## config.mk

```make
export PLATFORM = sky130hd
export DESIGN_NAME = dma2ch_core
export DESIGN_NICKNAME = d
export VERILOG_FILES = /design/src/rtl/dma2_pkg.sv /design/src/rtl/dma2_trig.sv /design/src/rtl/dma2_chan.sv /design/src/rtl/dma2_arb.sv /design/src/rtl/dma2_bus.sv /design/src/rtl/dma2ch_core.sv
export SDC_FILE = /design/constraint.sdc
export NUM_CORES = 1
export LEC_CHECK = 0
export ABC_AREA = 1
export BUFFER_PORTS_ARGS = -buffer_cell sky130_fd_sc_hd__buf_2
export CORE_ASPECT_RATIO = 1.2
export CORE_MARGIN = 10
export CORE_UTILIZATION = 55
export CTS_CLUSTER_SIZE = 12
export DETAILED_ROUTE_END_ITERATION = 10
export GPL_ROUTABILITY_DRIVEN = 0
export GPL_TIMING_DRIVEN = 0
export PLACE_DENSITY = 0.73
export SLEW_MARGIN = 20
export SYNTH_ARGS = -nofsm -noshare
export SYNTH_HDL_FRONTEND = slang
export SYNTH_SLANG_ARGS = --single-unit
```

## constraint.sdc

```tcl
create_clock -name clk -period 2.6 [get_ports clk]
set_input_delay 0.26 -clock clk [delete_from_list [all_inputs] [get_ports clk]]
set_output_delay 0.26 -clock clk [all_outputs]
set_load 0.01 [all_outputs]
```

## src/rtl/dma2_pkg.sv

```systemverilog
package dma2_pkg;

  typedef enum logic [1:0] {
    SEL_SRC = 2'd0,
    SEL_DST = 2'd1,
    SEL_RLD = 2'd2,
    SEL_CTL = 2'd3
  } cfg_sel_e;

  typedef enum logic [1:0] {
    TRG_SOFT = 2'd0,
    TRG_FALL = 2'd1,
    TRG_BOTH = 2'd2,
    TRG_RSVD = 2'd3
  } trig_e;

  // control word, LSB first: en, wide, rpt, sadv, dadv, trig[1:0]
  typedef struct packed {
    trig_e trig;
    logic  dadv;
    logic  sadv;
    logic  rpt;
    logic  wide;
    logic  en;
  } ctl_t;

  localparam int CTL_W = $bits(ctl_t);

  typedef enum logic [1:0] {
    BS_IDLE = 2'd0,
    BS_REQ  = 2'd1,
    BS_RD   = 2'd2,
    BS_WR   = 2'd3
  } bus_st_e;

endpackage

```

## src/rtl/dma2_trig.sv

```systemverilog
module dma2_trig
  import dma2_pkg::*;
(
  input  logic  clk,
  input  logic  rst_n,
  input  trig_e mode,
  input  logic  sw,
  input  logic  line,
  output logic  evt
);

  logic prev_q;
  logic ext_hit;

  always_ff @(posedge clk or negedge rst_n) begin
    if (!rst_n) prev_q <= 1'b0;
    else        prev_q <= line;
  end

  always_comb begin
    case (mode)
      TRG_FALL: ext_hit = prev_q & ~line;
      TRG_BOTH: ext_hit = prev_q ^ line;
      default:  ext_hit = 1'b0;
    endcase
  end

  assign evt = sw | ext_hit;

endmodule

```

## src/rtl/dma2_chan.sv

```systemverilog
module dma2_chan
  import dma2_pkg::*;
#(
  parameter int ADDR_W = 20,
  parameter int CNT_W  = 16
) (
  input  logic              clk,
  input  logic              rst_n,
  input  logic              wr_en,
  input  cfg_sel_e          wr_sel,
  input  logic [ADDR_W-1:0] wr_data,
  input  logic              evt,
  input  logic              take,
  input  logic              done,
  output logic              pend,
  output logic              en,
  output logic              wide,
  output logic              rpt,
  output logic              sadv,
  output logic              dadv,
  output trig_e             trig,
  output logic [ADDR_W-1:0] src_eff,
  output logic [ADDR_W-1:0] dst_eff,
  output logic              irq
);

  logic [ADDR_W-1:0] src_q, dst_q, fwd_q;
  logic [CNT_W-1:0]  cnt_q, rld_q;
  ctl_t              ctl_q;
  ctl_t              ctl_new;
  logic              pend_q, irq_q;
  logic              ctl_ok, ctl_wr, start, uf;
  logic [ADDR_W-1:0] step;

  assign ctl_new = ctl_t'(wr_data[CTL_W-1:0]);
  assign ctl_ok  = !(ctl_new.sadv && ctl_new.dadv);
  assign ctl_wr  = wr_en && (wr_sel == SEL_CTL) && ctl_ok;
  assign start   = ctl_wr && ctl_new.en && !ctl_q.en;
  assign uf      = (cnt_q == '0);
  assign step    = ADDR_W'(ctl_q.wide ? 2 : 1);

  always_ff @(posedge clk or negedge rst_n) begin
    if (!rst_n) begin
      src_q  <= '0;
      dst_q  <= '0;
      fwd_q  <= '0;
      cnt_q  <= '0;
      rld_q  <= '0;
      ctl_q  <= ctl_t'('0);
      pend_q <= 1'b0;
      irq_q  <= 1'b0;
    end else begin
      irq_q <= done && uf;
      if (wr_en && wr_sel == SEL_SRC) src_q <= wr_data;
      if (wr_en && wr_sel == SEL_DST) dst_q <= wr_data;
      if (wr_en && wr_sel == SEL_RLD) rld_q <= wr_data[CNT_W-1:0];
      if (ctl_wr)
        ctl_q <= ctl_new;
      else if (done && uf && !ctl_q.rpt)
        ctl_q.en <= 1'b0;
      if (start) begin
        fwd_q <= ctl_new.dadv ? dst_q : src_q;
        cnt_q <= rld_q;
      end else if (done) begin
        if (ctl_q.sadv || ctl_q.dadv) fwd_q <= fwd_q + step;
        if (uf) cnt_q <= ctl_q.rpt ? rld_q : '1;
        else    cnt_q <= cnt_q - 1'b1;
      end
      if (!ctl_q.en)  pend_q <= 1'b0;
      else if (evt)   pend_q <= 1'b1;
      else if (take)  pend_q <= 1'b0;
    end
  end

  assign pend    = pend_q & ctl_q.en;
  assign en      = ctl_q.en;
  assign wide    = ctl_q.wide;
  assign rpt     = ctl_q.rpt;
  assign sadv    = ctl_q.sadv;
  assign dadv    = ctl_q.dadv;
  assign trig    = ctl_q.trig;
  assign src_eff = ctl_q.sadv ? fwd_q : src_q;
  assign dst_eff = ctl_q.dadv ? fwd_q : dst_q;
  assign irq     = irq_q;

endmodule

```

## src/rtl/dma2_arb.sv

```systemverilog
module dma2_arb #(
  parameter int NCH  = 2,
  parameter int CH_W = 1
) (
  input  logic [NCH-1:0]  pend,
  output logic [NCH-1:0]  pick_oh,
  output logic [CH_W-1:0] pick_idx,
  output logic            any
);

  // lowest index wins: the loop runs downward so the last hit is the lowest
  always_comb begin
    pick_oh  = '0;
    pick_idx = '0;
    for (int i = NCH - 1; i >= 0; i--) begin
      if (pend[i]) begin
        pick_oh    = '0;
        pick_oh[i] = 1'b1;
        pick_idx   = CH_W'(i);
      end
    end
  end

  assign any = |pend;

endmodule

```

## src/rtl/dma2_bus.sv

```systemverilog
module dma2_bus
  import dma2_pkg::*;
#(
  parameter int ADDR_W = 20,
  parameter int DATA_W = 16,
  parameter int NCH    = 2,
  parameter int CH_W   = 1
) (
  input  logic              clk,
  input  logic              rst_n,
  input  logic              any,
  input  logic [CH_W-1:0]   pick_idx,
  input  logic [ADDR_W-1:0] pick_src,
  input  logic [ADDR_W-1:0] pick_dst,
  input  logic              pick_wide,
  output logic              take,
  output logic [NCH-1:0]    done_oh,
  output logic              bus_req,
  input  logic              bus_gnt,
  output logic              mem_valid,
  input  logic              mem_ready,
  output logic              mem_write,
  output logic              mem_wide,
  output logic [ADDR_W-1:0] mem_addr,
  output logic [DATA_W-1:0] mem_wdata,
  input  logic [DATA_W-1:0] mem_rdata
);

  bus_st_e           st_q;
  logic [CH_W-1:0]   ch_q;
  logic [ADDR_W-1:0] src_q, dst_q;
  logic              wide_q;
  logic [DATA_W-1:0] data_q;
  logic              wr_fin;

  assign take   = (st_q == BS_IDLE) && any;
  assign wr_fin = (st_q == BS_WR) && mem_ready;

  always_ff @(posedge clk or negedge rst_n) begin
    if (!rst_n) begin
      st_q   <= BS_IDLE;
      ch_q   <= '0;
      src_q  <= '0;
      dst_q  <= '0;
      wide_q <= 1'b0;
      data_q <= '0;
    end else begin
      case (st_q)
        BS_IDLE: if (any) begin
          ch_q   <= pick_idx;
          src_q  <= pick_src;
          dst_q  <= pick_dst;
          wide_q <= pick_wide;
          st_q   <= BS_REQ;
        end
        BS_REQ: if (bus_gnt) st_q <= BS_RD;
        BS_RD: if (mem_ready) begin
          data_q <= mem_rdata;
          st_q   <= BS_WR;
        end
        BS_WR: if (mem_ready) st_q <= BS_IDLE;
        default: st_q <= BS_IDLE;
      endcase
    end
  end

  for (genvar i = 0; i < NCH; i++) begin : g_done
    assign done_oh[i] = wr_fin && (ch_q == CH_W'(i));
  end

  assign bus_req   = (st_q != BS_IDLE);
  assign mem_valid = (st_q == BS_RD) || (st_q == BS_WR);
  assign mem_write = (st_q == BS_WR);
  assign mem_wide  = wide_q;
  assign mem_addr  = (st_q == BS_WR) ? dst_q : src_q;
  assign mem_wdata = data_q;

endmodule

```

## src/rtl/dma2ch_core.sv

```systemverilog
module dma2ch_core
  import dma2_pkg::*;
#(
  parameter int NCH    = 2,
  parameter int ADDR_W = 20,
  parameter int DATA_W = 16,
  parameter int CNT_W  = 16,
  localparam int CH_W  = (NCH > 1) ? $clog2(NCH) : 1
) (
  input  logic              clk,
  input  logic              rst_n,
  input  logic              cfg_we,
  input  logic [CH_W-1:0]   cfg_ch,
  input  logic [1:0]        cfg_reg,
  input  logic [ADDR_W-1:0] cfg_wdata,
  input  logic [NCH-1:0]    sw_trig,
  input  logic [NCH-1:0]    ext_line,
  output logic [NCH-1:0]    ch_en,
  output logic [NCH-1:0]    irq,
  output logic              bus_req,
  input  logic              bus_gnt,
  output logic              mem_valid,
  input  logic              mem_ready,
  output logic              mem_write,
  output logic              mem_wide,
  output logic [ADDR_W-1:0] mem_addr,
  output logic [DATA_W-1:0] mem_wdata,
  input  logic [DATA_W-1:0] mem_rdata
);

  logic [NCH-1:0]    evt_v, pend_v, take_v, done_v;
  logic [NCH-1:0]    wide_v, rpt_v, sadv_v, dadv_v;
  logic [ADDR_W-1:0] src_a [NCH];
  logic [ADDR_W-1:0] dst_a [NCH];
  trig_e             trig_a [NCH];
  logic [NCH-1:0]    pick_oh;
  logic [CH_W-1:0]   pick_idx;
  logic              any, take;

  for (genvar i = 0; i < NCH; i++) begin : g_ch
    dma2_trig u_trig (
      .clk  (clk),
      .rst_n(rst_n),
      .mode (trig_a[i]),
      .sw   (sw_trig[i]),
      .line (ext_line[i]),
      .evt  (evt_v[i])
    );

    dma2_chan #(.ADDR_W(ADDR_W), .CNT_W(CNT_W)) u_chan (
      .clk    (clk),
      .rst_n  (rst_n),
      .wr_en  (cfg_we && (cfg_ch == CH_W'(i))),
      .wr_sel (cfg_sel_e'(cfg_reg)),
      .wr_data(cfg_wdata),
      .evt    (evt_v[i]),
      .take   (take_v[i]),
      .done   (done_v[i]),
      .pend   (pend_v[i]),
      .en     (ch_en[i]),
      .wide   (wide_v[i]),
      .rpt    (rpt_v[i]),
      .sadv   (sadv_v[i]),
      .dadv   (dadv_v[i]),
      .trig   (trig_a[i]),
      .src_eff(src_a[i]),
      .dst_eff(dst_a[i]),
      .irq    (irq[i])
    );
  end

  dma2_arb #(.NCH(NCH), .CH_W(CH_W)) u_arb (
    .pend    (pend_v),
    .pick_oh (pick_oh),
    .pick_idx(pick_idx),
    .any     (any)
  );

  assign take_v = pick_oh & {NCH{take}};

  dma2_bus #(.ADDR_W(ADDR_W), .DATA_W(DATA_W), .NCH(NCH), .CH_W(CH_W)) u_bus (
    .clk      (clk),
    .rst_n    (rst_n),
    .any      (any),
    .pick_idx (pick_idx),
    .pick_src (src_a[pick_idx]),
    .pick_dst (dst_a[pick_idx]),
    .pick_wide(wide_v[pick_idx]),
    .take     (take),
    .done_oh  (done_v),
    .bus_req  (bus_req),
    .bus_gnt  (bus_gnt),
    .mem_valid(mem_valid),
    .mem_ready(mem_ready),
    .mem_write(mem_write),
    .mem_wide (mem_wide),
    .mem_addr (mem_addr),
    .mem_wdata(mem_wdata),
    .mem_rdata(mem_rdata)
  );

endmodule

```

==> results.py, run 1 <==
metrics = {
    "timing": {
        "hold_viol": 0,
        "rsz0062_at_grt": "no",
        "hold_ws_ns": 0.01363,
        "tightest_slew_ns": 0.8063,
        "finalClockSkew_ns": 0.01472,
        "fin_setup_tns_ns": 0,
        "period_share_pct": 96.30,
        "final-setup-viol-count": 0,
        "drv_slew": 0,
        "slew_headroom_pct": 46.25,
        "clock.fmax_mhz": 399.4,
        "period_needed_ns": 2.504,
    },
    "clocking": {
        "htree_num_levels": 1,
        "hold_buffers": 20,
        "cts_inserted_buffers": 28,
        "post_cts_buffers": 0,
        "clock_path_buffers": 3,
        "clk_latency_ns": 0.54,
        "cts_root_buf": "clkbuf_16",
        "postCtsResizedCells": 0,
        "cts_sinks": 264,
        "clkTransAtPathRegs_ns": 0.06,
        "cts_tree": "yes",
    },
    "placement": {
        "place_inst": 2419,
        "port_buffers": 90,
        "hpwlAfterDp_um": 35180,
    },
    "floorplan": {
        "coreArea_mm2": 0.02627,
        "die-area_mm2": 0.03362,
        "std_cell_rows": 65,
        "die_h_um": 198.9,
        "start_util_pct": 55.83,
        "pin_count": 92,
        "die_w_um": 169.1,
    },
    "power": {
        "power_leakage_nw": 8.095,
        "p_per_area_mw_per_mm2": 971.9,
        "total_power_mw": 16.22,
        "vdd_ir_drop_max_mv": 0.6828,
    },
    "synthesis": {
        "syn_avg_cell_area_um2": 7.362,
        "yosys_warnings": 0,
        "synth_cell_type_count": 42,
        "syn_area_mm2": 0.01467,
        "seq_area_frac_synth_pct": 45.05,
        "ys_ff_latch": 264,
        "async_flop_share_pct": 100.0,
        "synth_edf_count": 0,
        "postSynthCellCount": 1992,
        "synth_fp_nets": 2061,
        "synth_flop_cell": "dfrtp_1",
    },
    "cells_and_area": {
        "multiInputGateArea_mm2": 0.006833,
        "final_util_pct": 63.52,
        "nNetsFinal": 2203,
        "num-fill-cells": 2341,
        "seqCellArea_mm2": 0.006606,
        "drive_above_1_share_pct": 10.24,
        "fin_cells": 2484,
        "syn2layout_area_growth_pct": 13.79,
        "num_antenna_cells": 0,
    },
    "worst_setup_path": {
        "start_kind": "register",
        "worstPathMaxFanout": 10,
        "rr_startpoint": "g_ch[1].u_chan.wide",
        "reg2reg_depth": 10,
        "r2r_slack_ns": 0.25,
        "endpoint_kind": "primary output",
        "slowest_delay_ns": 0.43,
        "worst-setup-path-type": "reg2out",
        "required_ns": 2.34,
        "path_cells": "ha_1 -> buf_4 -> clkbuf_1 -> o21ai_0 -> buf_2",
        "r2r-end": "g_ch[1].u_chan.fwd_q[14]",
        "arrival_ns": 2.24,
        "cpMaxStageDelayCell": "o21ai_0",
        "endpoint": "mem_addr[13]",
        "worstSetupStartpoint": "u_bus.st_q[0]",
    },
    "route": {
        "route.vias.total": 14150,
        "drtPass1Iterations": 7,
        "wl_met3_um": 3640,
        "initialDrtViolationCount": 1572,
        "vias_per_cell": 5.696,
        "wl_met1_um": 18730,
        "wl_um": 47280,
        "avgRoutedWirePerCell_um": 19.03,
        "ant_nets": 0,
        "routed.top_layer": "met4",
        "drc": 0,
        "wl_met2_um": 22310,
    },
    "grt": {
        "grt_max_degree": 100,
        "grt_pass1_vias": 13440,
        "antenna_found_initial": 0,
        "overflow": 0,
        "grt_use_total_pct": 27.59,
        "grt_pass1_wl_um": 74290,
    },
    "flow_run": {
        "drv_cap": 0,
    },
    "run_status": {
        "outcome": "finished, final reports clean",
    },
    "hold_path": {
        "hold_path_class": "in2reg",
    },
}
cells in the mapped netlist (10+ instances only):
master,number,area [um^2]
a21oi_1,68,340.3
nand3b_1,16,120.1
nand4_1,23,143.9
nand3_1,102,510.5
buf_4,10,75.07
ha_1,19,237.7
o21ai_0,261,1306
clkbuf_1,61,229.0
nor3_1,13,65.06
nand2_1,603,2263
nor2_1,184,690.7
inv_1,189,709.4
o21ai_1,15,75.07
o211ai_1,51,382.9
buf_2,24,120.1
mux2_2,16,180.2
dfrtp_1,264,6606
kinds of logic (layout without fill, tap and decap cells):
logic type	count (synthesis)	in the layout	share of synthesized area, %
simple gates	967	967	27.34
compound gates	409	409	15.09
buf+inv	298	455	8.361
flops	264	264	45.05
fa+ha+maj	21	21	1.894
mux	18	18	1.365
xor+xnor	15	15	0.8959
sequential cells by signal, summed over array words and instances, names as in the netlist:
register            cells
u_bus.dst_q            20
g_ch.u_chan.trig        4
g_ch.u_chan.dst_q      40
u_bus.mem_wdata        16
g_ch.u_chan.irq         2
g_ch.u_chan.pend_q      2
g_ch.u_chan.rpt         2
g_ch.u_chan.rld_q      32
u_bus.st_q              2
g_ch.u_chan.fwd_q      40
g_ch.u_chan.dadv        2
u_bus.ch_q              1
u_bus.src_q            20
g_ch.u_trig.prev_q      2
g_ch.u_chan.wide        2
g_ch.u_chan.en          2
u_bus.mem_wide          1
g_ch.u_chan.cnt_q      32
g_ch.u_chan.src_q      40
g_ch.u_chan.sadv        2
cell usage in the layout, fill, tap and decap left out, types with 19 or more instances in the layout:
cell and count:
inv_1 189, clkbuf_16 29, nor2_1 184, nand2_1 603
o21ai_0 261, dfrtp_1 264, a21oi_1 68, o211ai_1 51
nand3_1 102, ha_1 19, dlygate4sd3_1 20, nand4_1 23
buf_2 113, clkbuf_1 68
worst min-delay path by stage:
stage / depth (start not counted) / start / end
floorplan: 0 / rst_n / g_ch[0].u_chan.cnt_q[0]
global placement: 1 / ext_line[1] / g_ch[1].u_trig.prev_q
detailed placement: 1 / rst_n / u_bus.dst_q[16]
CTS: 3 / sw_trig[1] / g_ch[1].u_chan.pend_q
global route: 3 / sw_trig[1] / g_ch[1].u_chan.pend_q
finish: 3 / sw_trig[1] / g_ch[1].u_chan.pend_q
per-stage QoR:
step           instance area, um^2  setup WS [ns]
2_1_floorplan                14670         0.6707
3_3_place_gp                 15530         -3.563
3_5_place_dp                 15600         0.3179
4_1_cts                      16690         0.1337
5_1_grt                      16690       0.008360
6_report                     16690        0.09609
metal layers:
layer  vias to the layer above  track usage, %
li1                       6721               -
met3                       144           4.047
met2                       603           45.39
met4                         0           13.44
met1                      6682           34.97
met5                         -               0
cell type report:
| type | instances | area share, % |
|---|---|---|
| clock inverters | 5 | 0.4799 |
| multi-input cells | 1430 | 40.95 |
| inverters | 198 | 4.469 |
| flip-flops and latches | 264 | 39.59 |
| plain buffers | 100 | 2.879 |
| clock buffers | 40 | 4.836 |
| well taps | 335 | 2.512 |
| repair buffers | 112 | 4.289 |
critical path: cells and delay by family (launching register included):
family                     cells  cell delay [ns]
buffers and inverters          3             0.66
AOI/OAI and AO/OA              1             0.43
DFF                            1             0.40
adders and majority gates      1             0.21
report_power, final:
part           internal (mW)  total [mW]  switching, mW
combinational           2.11        5.92           3.82
clock                   2.33        3.94           1.62
sequential              5.32        6.35           1.04
No activity file was read; power rests on OpenSTA's default activity.
==> inputs of run 2 (changes only) <==
==> constraint.sdc (replaced) <==
create_clock -name clk -period 2.6 [get_ports clk]
set_input_delay 0.13 -clock clk [delete_from_list [all_inputs] [get_ports clk]]
set_output_delay 0.13 -clock clk [all_outputs]
set_load 0.01 [all_outputs]
==> results.py, run 2 (synthesis results as in run 1) <==
metrics = {
    "floorplan": {
        "coreArea_mm2": 0.02627,
        "die_h_um": 198.9,
        "pin_count": 92,
        "die_w_um": 169.1,
        "start_util_pct": 55.83,
        "die-area_mm2": 0.03362,
        "std_cell_rows": 65,
    },
    "timing": {
        "period_share_pct": 90.19,
        "slew_headroom_pct": 47.61,
        "fin_ws_ns": 0.2551,
        "hold_viol": 0,
        "finalClockSkew_ns": 0.01180,
        "tightest_slew_ns": 0.7859,
        "drv_slew": 0,
        "clock.fmax_mhz": 426.5,
        "rsz0062_at_grt": "no",
        "period_needed_ns": 2.345,
        "final-setup-viol-count": 0,
    },
    "route": {
        "drtPass1Iterations": 8,
        "avgRoutedWirePerCell_um": 18.98,
        "ant_nets": 0,
        "wl_um": 47290,
        "route.vias.total": 14170,
        "initialDrtViolationCount": 1551,
        "vias_per_cell": 5.687,
        "drc": 0,
    },
    "worst_setup_path": {
        "reg2reg_depth": 10,
        "cpMaxStageDelayCell": "o21ai_0",
        "worst-setup-path-type": "reg2out",
        "arrival_ns": 2.21,
        "worstPathMaxFanout": 10,
        "slowest_delay_ns": 0.41,
        "required_ns": 2.47,
        "path_cells": "ha_1 -> buf_4 -> clkbuf_1 -> o21ai_0 -> buf_2",
        "start_kind": "register",
        "r2r_slack_ns": 0.26,
        "endpoint_kind": "primary output",
        "r2r-end": "g_ch[1].u_chan.fwd_q[10]",
        "rr_startpoint": "g_ch[1].u_chan.wide",
    },
    "power": {
        "p_per_area_mw_per_mm2": 967.7,
        "pwr-share-clk_pct": 24.3,
        "swShare_pct": 39.85,
        "vdd_ir_drop_max_mv": 0.6830,
        "switchingPower_mw": 6.467,
        "comb_power_share_pct": 36.6,
        "seqPwrFrac_pct": 39.2,
        "power_leakage_nw": 8.128,
        "p_int_mw": 9.759,
    },
    "cells_and_area": {
        "syn2layout_area_growth_pct": 14.33,
        "drive_above_1_share_pct": 10.20,
        "final_cell_mix": "nand2_1, dfrtp_1, o21ai_0, inv_1, nor2_1",
        "nNetsFinal": 2211,
        "num_antenna_cells": 0,
        "mostFrequentLayoutCell": "nand2_1",
        "largestRegisters": "g_ch.u_chan.dst_q (40), g_ch.u_chan.fwd_q (40), g_ch.u_chan.src_q (40)",
        "final_util_pct": 63.83,
    },
    "placement": {
        "hpwlAfterDp_um": 35180,
        "pre_cts_ws_ns": 0.3179,
        "port_buffers": 90,
    },
    "clocking": {
        "cts_tree": "yes",
        "cts_sinks": 264,
        "clock_path_buffers": 3,
        "clk_latency_ns": 0.54,
        "post_cts_buffers": 0,
        "cts_root_buf": "clkbuf_16",
        "clkTransAtPathRegs_ns": 0.06,
        "htree_num_levels": 1,
        "cts_inserted_buffers": 28,
    },
    "grt": {
        "grt_use_total_pct": 27.65,
        "antenna_found_initial": 0,
        "grt_pass1_wl_um": 74460,
        "overflow": 0,
        "grt_pass1_vias": 13480,
        "grt_max_degree": 100,
    },
    "hold_path": {
        "min_from": "cfg_wdata[12]",
        "hold_end": "g_ch[1].u_chan.rld_q[12]",
        "hold_path_depth": 3,
        "hold_path_class": "in2reg",
    },
    "run_status": {
        "outcome": "finished, final reports clean",
    },
    "flow_run": {
        "drv_cap": 0,
    },
}
-- run 2: cell count changes in the layout (fill, tap and decap cells not counted) --
cell,change
dlygate4sd3_1,+8
-- run 2: worst max-delay path by stage --
stage / from / endpoint / slack (ns) / cells after the start
final: u_bus.st_q[0] / mem_addr[13] / 0.26 / 5
after global routing: g_ch[1].u_chan.wide / g_ch[1].u_chan.fwd_q[14] / 0.10 / 10
after global placement: rst_n / g_ch[0].u_chan.cnt_q[13] / -3.43 / 1
after CTS: u_bus.st_q[0] / mem_addr[13] / 0.26 / 5
after detailed placement: g_ch[1].u_chan.wide / g_ch[1].u_chan.fwd_q[14] / 0.32 / 10
after floorplan: g_ch[1].u_chan.wide / g_ch[1].u_chan.fwd_q[14] / 0.67 / 10
-- run 2: power by group through the flow --
stage / Sequential [mW] / Combinational, mW / Clock (mW)
final: 6.35 / 5.94 / 3.94
after global routing: 6.49 / 6.73 / 4.16
after CTS: 6.32 / 5.88 / 4.00
after detailed placement: 6.37 / 5.82 / 0
after global placement: 6.33 / 5.66 / 0
after floorplan: 6.14 / 4.04 / 0
-- run 2: what timing repair did --
item / in CTS / in global routing
hold buffers: 28 / 0
hold endpoints to repair: 110 / 0
gates resized for setup: 0 / 0
-- run 2: critical path: cells and delay by family (launching register included) --
| kind | cells | cell delay [ns] |
|---|---|---|
| AO/OA/AOI/OAI | 1 | 0.41 |
| adder cells (fa/ha/maj) | 1 | 0.21 |
| buffers and inverters | 3 | 0.65 |
| flip-flops | 1 | 0.40 |
-- run 2: area by class of cell --
class                      instances  area, um^2
inverter                         198       745.7
timing repair buffer             120       795.8
multi-input combinational       1430        6833
sequential                       264        6606
buffer                           100       480.5
fill                            2330        9502
tap                              335       419.2
clock buffer                      40       807.0
clock inverter                     5       80.08
-- run 2: per-stage QoR --
step | setup TNS, ns | instance area [um^2] | hold WS [ns] | power, mW | cells
CTS | 0 | 16770 | 0.002129 | 16.20 | 2492
global route | 0 | 16770 | 0.02845 | 17.38 | 2492
detailed placement | 0 | 15600 | 0.1338 | 12.19 | 2419
global placement | -897.78 | 15530 | 0.2524 | 11.99 | 2417
finish | 0 | 16770 | 0.01675 | 16.23 | 2492
floorplan | 0 | 14670 | -0.1656 | 10.18 | 1992
-- run 2: routing by layer --
metal | global-route usage [%] | up-vias | wire (um)
li1 | - | 6740 | -
met1 | 35.18 | 6656 | 18950
met2 | 45.35 | 627 | 22220
met3 | 4.028 | 149 | 3468
met4 | 13.47 | 0 | 2648
met5 | 0 | - | 0
==> inputs of run 3 (changes only) <==
--- a/config.mk
+++ b/config.mk
@@ -14,7 +14,7 @@
 export DETAILED_ROUTE_END_ITERATION = 10
 export GPL_ROUTABILITY_DRIVEN = 0
 export GPL_TIMING_DRIVEN = 0
-export PLACE_DENSITY = 0.73
+export PLACE_DENSITY = 0.7
 export SLEW_MARGIN = 20
 export SYNTH_ARGS = -nofsm -noshare
 export SYNTH_HDL_FRONTEND = slang
==> results.py, run 3 (synthesis results as in run 1) <==
metrics = {
    "run_status": {
        "outcome": "finished, final reports clean",
    },
    "worst_setup_path": {
        "arrival_ns": 2.74,
        "worstPathMaxFanout": 4,
        "worst-setup-path-type": "reg2reg",
        "required_ns": 3.02,
        "start_kind": "register",
        "endpoint_kind": "register",
    },
    "clocking": {
        "cts_tree": "yes",
        "htree_num_levels": 1,
        "clkTransAtPathRegs_ns": 0.06,
        "cts_sinks": 264,
        "clk_latency_ns": 0.55,
        "cts_inserted_buffers": 29,
        "post_cts_buffers": 0,
        "cts_root_buf": "clkbuf_16",
        "postCtsResizedCells": 0,
        "hold_buffers": 25,
        "clock_path_buffers": 3,
    },
    "cells_and_area": {
        "mostFrequentLayoutCell": "nand2_1",
        "fin_area_mm2": 0.01678,
        "num_antenna_cells": 0,
        "syn2layout_area_growth_pct": 14.41,
        "drive_above_1_share_pct": 10.53,
        "final_cell_mix": "nand2_1, dfrtp_1, o21ai_0, inv_1, nor2_1",
        "largestRegisters": "g_ch.u_chan.dst_q (40), g_ch.u_chan.fwd_q (40), g_ch.u_chan.src_q (40)",
        "final_util_pct": 63.87,
        "nNetsFinal": 2210,
    },
    "route": {
        "initialDrtViolationCount": 1686,
        "wl_met1_um": 19160,
        "avgRoutedWirePerCell_um": 19.37,
        "routed.top_layer": "met5",
        "wl_met3_um": 3870,
        "drc": 0,
        "wl_um": 48250,
        "drtPass1Iterations": 6,
        "ant_nets": 0,
        "route.vias.total": 14270,
        "vias_per_cell": 5.727,
        "wl_met2_um": 22620,
    },
    "timing": {
        "period_share_pct": 89.34,
        "final-setup-viol-count": 0,
        "rsz0062_at_grt": "no",
        "slew_headroom_pct": 40.68,
        "hold_ws_ns": 0.008659,
        "hold_viol": 0,
        "drv_slew": 0,
        "finalClockSkew_ns": 0.02014,
        "clock.fmax_mhz": 430.5,
        "period_needed_ns": 2.323,
        "fin_ws_ns": 0.2771,
        "tightest_slew_ns": 0.8898,
        "fin_setup_tns_ns": 0,
    },
    "grt": {
        "overflow": 0,
        "grt_max_degree": 92,
        "grt_use_total_pct": 28.27,
        "antenna_found_initial": 1,
        "grt_pass1_wl_um": 75790,
        "grt_pass1_vias": 13410,
    },
    "power": {
        "p_per_area_mw_per_mm2": 970.2,
        "power_leakage_nw": 8.150,
        "vdd_ir_drop_max_mv": 0.8700,
    },
    "placement": {
        "pre_cts_ws_ns": 0.3396,
        "hpwlAfterDp_um": 35940,
        "port_buffers": 90,
        "placed_area_mm2": 0.01563,
    },
    "floorplan": {
        "coreArea_mm2": 0.02627,
        "start_util_pct": 55.83,
        "die-area_mm2": 0.03362,
        "die_w_um": 169.1,
        "pin_count": 92,
        "die_h_um": 198.9,
        "std_cell_rows": 65,
    },
    "hold_path": {
        "hold_path_class": "in2reg",
    },
    "flow_run": {
        "drv_cap": 0,
    },
}
-- run 3: cell types whose count changed in the layout (fill, tap and decap cells not counted) --
cell / change
buf_16: +1
bufinv_16: -1
clkbuf_1: -5
clkbuf_8: +3
clkinv_2: +4
clkinvlp_4: -1
dlygate4sd3_1: -3
inv_6: +1
-- run 3: critical path, cell delays in order (launching register included) --
cell and delay (ns):
dfrtp_1 0.46, inv_1 0.13, ha_1 0.19, inv_1 0.06, fa_1 0.41, nor2_1 0.29
nand2_1 0.12, nor2_1 0.17, nand2_1 0.10, o211ai_1 0.17, nand2_1 0.08
-- run 3: final timing paths --
kind	startpoint	to	slack, ns	cells after the start
worst max-delay path	g_ch[1].u_chan.wide	g_ch[1].u_chan.fwd_q[14]	0.28	10
worst min-delay path	cfg_wdata[15]	g_ch[0].u_chan.dst_q[15]	0.009	3
worst max register to register	g_ch[1].u_chan.wide	g_ch[1].u_chan.fwd_q[14]	0.28	10
worst min register to register	g_ch[1].u_chan.rld_q[8]	g_ch[1].u_chan.rld_q[8]	0.48	2
max in group asynchronous	rst_n	g_ch[1].u_chan.cnt_q[12]	1.46	4
min in group asynchronous	rst_n	g_ch[1].u_trig.prev_q	0.02	2
-- run 3: power breakdown --
group	switching (mW)	internal (mW)	total (mW)
combinational	3.84	2.12	5.95
sequential	1.03	5.32	6.35
clock	1.66	2.31	3.97
total	6.54	9.74	16.3
-- run 3: metal layers --
layer  up-vias  track usage, %
li1       6732               -
met5         -               0
met2       628           45.66
met4         2           12.80
met3       141           4.936
met1      6762           36.45
-- run 3: layout make-up --
class / instances / area, um^2
buffer: 100 / 480.5
clock buffer: 38 / 829.5
clock inverter: 8 / 71.32
fill: 2411 / 9490
inverter: 198 / 745.7
multi-input combinational: 1430 / 6833
sequential: 264 / 6606
tap: 335 / 419.2
timing repair buffer: 118 / 793.3
-- run 3: through the flow --
step	power (mW)	instances
after floorplan	10.18	1992
after global placement	12.00	2417
after detailed placement	12.21	2420
after CTS	16.25	2491
after global routing	17.42	2491
final	16.28	2491
